**config.mk**
```make
export PLATFORM = sky130hd
export DESIGN_NAME = rx_tally
export DESIGN_NICKNAME = d
export VERILOG_FILES = /design/src/rtl/rx_tally_pkg.sv /design/src/rtl/rx_tally_count.sv /design/src/rtl/rx_tally_stat.sv /design/src/rtl/rx_tally_gate.sv /design/src/rtl/rx_tally.sv
export SDC_FILE = /design/constraint.sdc
export NUM_CORES = 1
export LEC_CHECK = 0
export ABC_AREA = 1
export BUFFER_PORTS_ARGS = -buffer_cell sky130_fd_sc_hd__buf_2
export CAP_MARGIN = 30
export CORE_MARGIN = 2
export CORE_UTILIZATION = 27
export CTS_CLUSTER_SIZE = 20
export DETAILED_ROUTE_END_ITERATION = 10
export PLACE_DENSITY = 0.46
export REMOVE_ABC_BUFFERS = 1
export SYNTH_ARGS = -nofsm -noshare
export SYNTH_HDL_FRONTEND = slang
export SYNTH_SLANG_ARGS = --single-unit
```
**constraint.sdc**
```tcl
create_clock -name clk -period 2.4 [get_ports clk]
set_input_delay 0.72 -clock clk [delete_from_list [all_inputs] [get_ports clk]]
set_output_delay 0.72 -clock clk [all_outputs]
set_load 0.005 [all_outputs]
```
**src/rtl/rx_tally_pkg.sv**
```systemverilog
package rx_tally_pkg;
    localparam int CNT_W   = 10;
    localparam int WORD_W  = 16;
    localparam int VALID_B = 15;
    localparam int SAT_B   = 14;
    localparam int OCC_B   = 13;

    typedef struct packed {
        logic             active;
        logic [CNT_W-1:0] cnt;
        logic             sat;
    } tally_st_t;

    typedef struct packed {
        logic [WORD_W-1:0] word;
        logic              pend;
        logic              irq;
        logic              xfer_en;
    } stat_st_t;

    typedef struct packed {
        logic refuse;
    } gate_st_t;
endpackage

```
**src/rtl/rx_tally_count.sv**
```systemverilog
module rx_tally_count
    import rx_tally_pkg::*;
#(
    parameter int W = CNT_W
) (
    input  logic         clk,
    input  logic         rst_n,
    input  logic         accept_i,
    input  logic         strobe_i,
    input  logic         end_any_i,
    output logic         active_o,
    output logic [W-1:0] cnt_o,
    output logic         sat_o
);
    localparam logic [W-1:0] TOP = {W{1'b1}};

    logic         act_d, act_q, sat_d, sat_q;
    logic [W-1:0] cnt_d, cnt_q;

    always_comb begin
        act_d = act_q;
        cnt_d = cnt_q;
        sat_d = sat_q;
        if (accept_i) begin
            act_d = 1'b1;
            cnt_d = '0;
            sat_d = 1'b0;
        end else if (act_q && end_any_i) begin
            act_d = 1'b0;
        end else if (act_q && strobe_i) begin
            if (cnt_q == TOP) sat_d = 1'b1;
            else              cnt_d = cnt_q + 1'b1;
        end
    end

    always_ff @(posedge clk) begin
        if (!rst_n) begin
            act_q <= 1'b0;
            cnt_q <= '0;
            sat_q <= 1'b0;
        end else begin
            act_q <= act_d;
            cnt_q <= cnt_d;
            sat_q <= sat_d;
        end
    end

    assign active_o = act_q;
    assign cnt_o    = cnt_q;
    assign sat_o    = sat_q;
endmodule

```
**src/rtl/rx_tally_stat.sv**
```systemverilog
module rx_tally_stat
    import rx_tally_pkg::*;
(
    input  logic              clk,
    input  logic              rst_n,
    input  logic              capture_i,
    input  logic              valid_i,
    input  logic              sat_i,
    input  logic [CNT_W-1:0]  cnt_i,
    input  logic              drain_done_i,
    input  logic              cpu_rd_i,
    output logic [WORD_W-1:0] word_o,
    output logic              irq_o,
    output logic              xfer_en_o
);
    stat_st_t st_d, st_q;

    always_comb begin
        st_d     = st_q;
        st_d.irq = 1'b0;
        if (capture_i) begin
            st_d.word              = '0;
            st_d.word[CNT_W-1:0]   = cnt_i;
            st_d.word[VALID_B]     = valid_i;
            st_d.word[SAT_B]       = sat_i;
            st_d.word[OCC_B]       = 1'b1;
            st_d.pend              = 1'b1;
        end else if (cpu_rd_i) begin
            st_d.word = '0;
        end
        if (drain_done_i && st_q.pend) begin
            st_d.irq     = 1'b1;
            st_d.pend    = capture_i;
            st_d.xfer_en = 1'b0;
        end
        if (cpu_rd_i) st_d.xfer_en = 1'b1;
    end

    always_ff @(posedge clk) begin
        if (!rst_n) begin
            st_q.word    <= '0;
            st_q.pend    <= 1'b0;
            st_q.irq     <= 1'b0;
            st_q.xfer_en <= 1'b1;
        end else begin
            st_q <= st_d;
        end
    end

    assign word_o    = st_q.word;
    assign irq_o     = st_q.irq;
    assign xfer_en_o = st_q.xfer_en;
endmodule

```
**src/rtl/rx_tally_gate.sv**
```systemverilog
module rx_tally_gate
    import rx_tally_pkg::*;
(
    input  logic clk,
    input  logic rst_n,
    input  logic pkt_start_i,
    input  logic fifo_empty_i,
    input  logic occupied_i,
    input  logic active_i,
    output logic rdy_o,
    output logic accept_o,
    output logic refuse_o
);
    gate_st_t st_d, st_q;
    logic     rdy;

    always_comb begin
        rdy          = fifo_empty_i && !occupied_i && !active_i;
        st_d.refuse  = pkt_start_i && !rdy;
    end

    always_ff @(posedge clk) begin
        if (!rst_n) st_q.refuse <= 1'b0;
        else        st_q        <= st_d;
    end

    assign rdy_o    = rdy;
    assign accept_o = pkt_start_i && rdy;
    assign refuse_o = st_q.refuse;
endmodule

```
**src/rtl/rx_tally.sv**
```systemverilog
module rx_tally
    import rx_tally_pkg::*;
(
    input  logic              clk,
    input  logic              rst_n,
    input  logic              pkt_start_i,
    input  logic              strobe_i,
    input  logic              end_ack_i,
    input  logic              end_nak_i,
    input  logic              fifo_empty_i,
    input  logic              drain_done_i,
    input  logic              cpu_rd_i,
    output logic [WORD_W-1:0] rd_data_o,
    output logic              rdy_o,
    output logic              refuse_o,
    output logic              irq_o,
    output logic              xfer_en_o
);
    logic             accept, active, sat, end_any, capture;
    logic [CNT_W-1:0] cnt;
    logic [WORD_W-1:0] word;

    assign end_any = end_ack_i || end_nak_i;
    assign capture = active && end_any;

    rx_tally_gate i_gate (
        .clk          (clk),
        .rst_n        (rst_n),
        .pkt_start_i  (pkt_start_i),
        .fifo_empty_i (fifo_empty_i),
        .occupied_i   (word[OCC_B]),
        .active_i     (active),
        .rdy_o        (rdy_o),
        .accept_o     (accept),
        .refuse_o     (refuse_o)
    );

    rx_tally_count #(.W(CNT_W)) i_count (
        .clk       (clk),
        .rst_n     (rst_n),
        .accept_i  (accept),
        .strobe_i  (strobe_i),
        .end_any_i (end_any),
        .active_o  (active),
        .cnt_o     (cnt),
        .sat_o     (sat)
    );

    rx_tally_stat i_stat (
        .clk          (clk),
        .rst_n        (rst_n),
        .capture_i    (capture),
        .valid_i      (end_ack_i),
        .sat_i        (sat),
        .cnt_i        (cnt),
        .drain_done_i (drain_done_i),
        .cpu_rd_i     (cpu_rd_i),
        .word_o       (word),
        .irq_o        (irq_o),
        .xfer_en_o    (xfer_en_o)
    );

    assign rd_data_o = word;
endmodule

```
==> metrics <==
hold path start i_stat.xfer_en_o; Detailed Routing Iterations Pass 1 4; post-synth top area share 41.4%; Synth Area per Inst 7.54 µm²; row count 26; largest net degree at the start of global routing 15; CP Data Required Time 1.68 ns; Peak VDD IR 0.000214 V; PwrDens 592 nW/µm²; worst slack at placement 0.537 ns; Final Power 0.935 mW; Root Driver clkbuf_8; first-pass GRT wire length 4990 µm; final setup TNS 0 ns; worst-skew pair later-pin latency 0.28 ns; startpoint types input port; Seq/Total Area, Yosys 41.4%; final slew viol count 0; die area 5790 µm²; Die H 76.1 µm; Max stage delay on crit path 0.14 ns; Tcrit/Tclk final 77.2%; htree depth 2; number of CTS-inserted buffers 5; drt wl/cell 10.7 µm; vias per cell 4.15; Maximum Capacitance Violations 0; Cell variety after synth 21; final setup fails 0; Final HPWL DP 2070 µm; WP data arrival 1.13 ns; Worst Tran Pin Value 0.512 ns; clock slew at reported path FFs 0.06 ns; Slew HR 65.8%; final worst slack 0.546 ns; width of the chip 76.1 µm; GR Overflow Total 0; DR vias 1,126; ys async rst share 0%; TritonCTS clock tree yes; Hold Path Class reg2reg; Main synth FF type dfxtp_1; Post-synth EDFFs 0; CP endpoint kind output port; Yosys warning count 0; Resize count post-CTS 0; postcts setup bufs 0; Worst path most repeated cell buf_2; Fillers 570; clock skew after layout 0.00580 ns; fmax 0.539 GHz; io pins 29; Layout area overhead 12.6%; Synth Register Bits 29; Total Wirelength 2900 µm; CP Launch Point fifo_empty_i; largest cells by area after synthesis dfxtp_1 41%, nand2_1 11%, buf_4 8.6%; CP cell instances buf_2, nand2_1, nor2_1, buf_2; worst flop-to-flop path startpoint i_count.cnt_o[1]; LEAKAGE 0.696 nW; Core Area 5070 µm²; Total GRT Usage 11.0%; Worst Path Class, Setup in2out; 1st-iter DRT viols 49; # port buffers 25; Critical-path top delay cell nor2_1; CP Max Fanout 3; layout cell share with drive strength beyond 1 20.9%; vias in the first global route 1,064; Commonest cells post-synth 42 x nand2_1, 29 x dfxtp_1, 23 x nand3_1, 20 x inv_1, 16 x buf_4; min Tclk post-route 1.85 ns; clock tree buffer depth 2; Post-Synthesis Cells 186; most common cell in the netlist nand2_1; gpl congestion 0.754; Post-DRT Antenna Nets 0; RSZ-0062 raised after global routing false; Fin. Hold Viols 0; diode count 0; DR DRC count 0; fin nets 211; Post-Syn Area 1400 µm²; status complete, no violations; Starting Density 27.6%; CTS sink cnt 29; antenna violations before repair 0; Synth area leader dfxtp_1; # hold bufs at CTS 0
## metrics by stage
stage	hold WS, ns	area [µm²]	std cells	utilization (%)
after floorplan	0.431	1270	168	-
after global placement	0.428	1490	264	29.4
after detailed placement	0.439	1490	264	29.4
after CTS	0.452	1580	271	31.1
after global routing	0.469	1580	271	31.1
final	0.445	1580	271	31.1
## path summary, 6_finish.rpt
path	to	slack, ns	cells after the start
hold / removal	i_stat.xfer_en_o	0.44	2
setup reg to reg	i_count.cnt_o[6]	0.85	8
hold reg to reg	i_stat.xfer_en_o	0.44	2
setup / recovery	rdy_o	0.55	4
## kinds of logic (layout without fill, tap and decap cells)
logic type	Yosys count	after routing	share of synthesized area (%)
other	1	3	0.267
buffers and inverters	40	53	15.2
XOR/XNOR	2	2	1.25
flip-flops	29	29	41.4
AO/OA/AOI/OAI	23	23	9.46
adder cells (fa/ha/maj)	1	1	0.892
AND/OR/NAND/NOR	90	90	31.6
## metal layers
| metal | wire [µm] | track usage [%] | vias to the layer above |
|---|---|---|---|
| met3 | 147 | 5.09 | 4 |
| li1 | - | - | 609 |
| met1 | 1450 | 12.9 | 485 |
| met4 | 36 | 4.36 | 0 |
| met2 | 1260 | 17.7 | 28 |
| met5 | 0 | 0 | - |
## power breakdown
part | internal, mW | switching [mW]
clock | 0.227 | 0.177
sequential | 0.486 | 0.00233
combinational | 0.0135 | 0.0287
## flip-flops by register name, indices dropped and copies added, names as in the netlist
name,count
i_count.active_o,1
i_gate.refuse_o,1
i_stat.word_o,13
i_stat.xfer_en_o,1
i_stat.irq_o,1
i_count.cnt_o,10
i_count.sat_o,1
i_stat.st_q,1
## layout make-up
cell class	instances	area [µm²]	area share (%)
Timing Repair Buffer	26	133	8.40
Sequential cell	29	581	36.8
Tap cell	70	87.6	5.55
Multi-Input combinational cell	119	617	39.1
Inverter	20	75.1	4.75
Clock buffer	7	86.3	5.47
## critical path: cells and delay by family
family / cells / cell delay, ns
simple gates: 2 / 0.19
buf+inv: 2 / 0.22
## cells in the final DEF, fill, tap and decap left out, drive strengths merged
master,Yosys,final
a21oi,10,10
buf,18,26
clkbuf,2,7
conb,1,3
dfxtp,29,29
ha,1,1
inv,20,20
nand2,44,44
nand3,24,24
nand4,5,5
nor2,17,17
o21ai,12,12
o31ai,1,1
xor2,2,2
No activity file was read; power rests on OpenSTA's default activity.
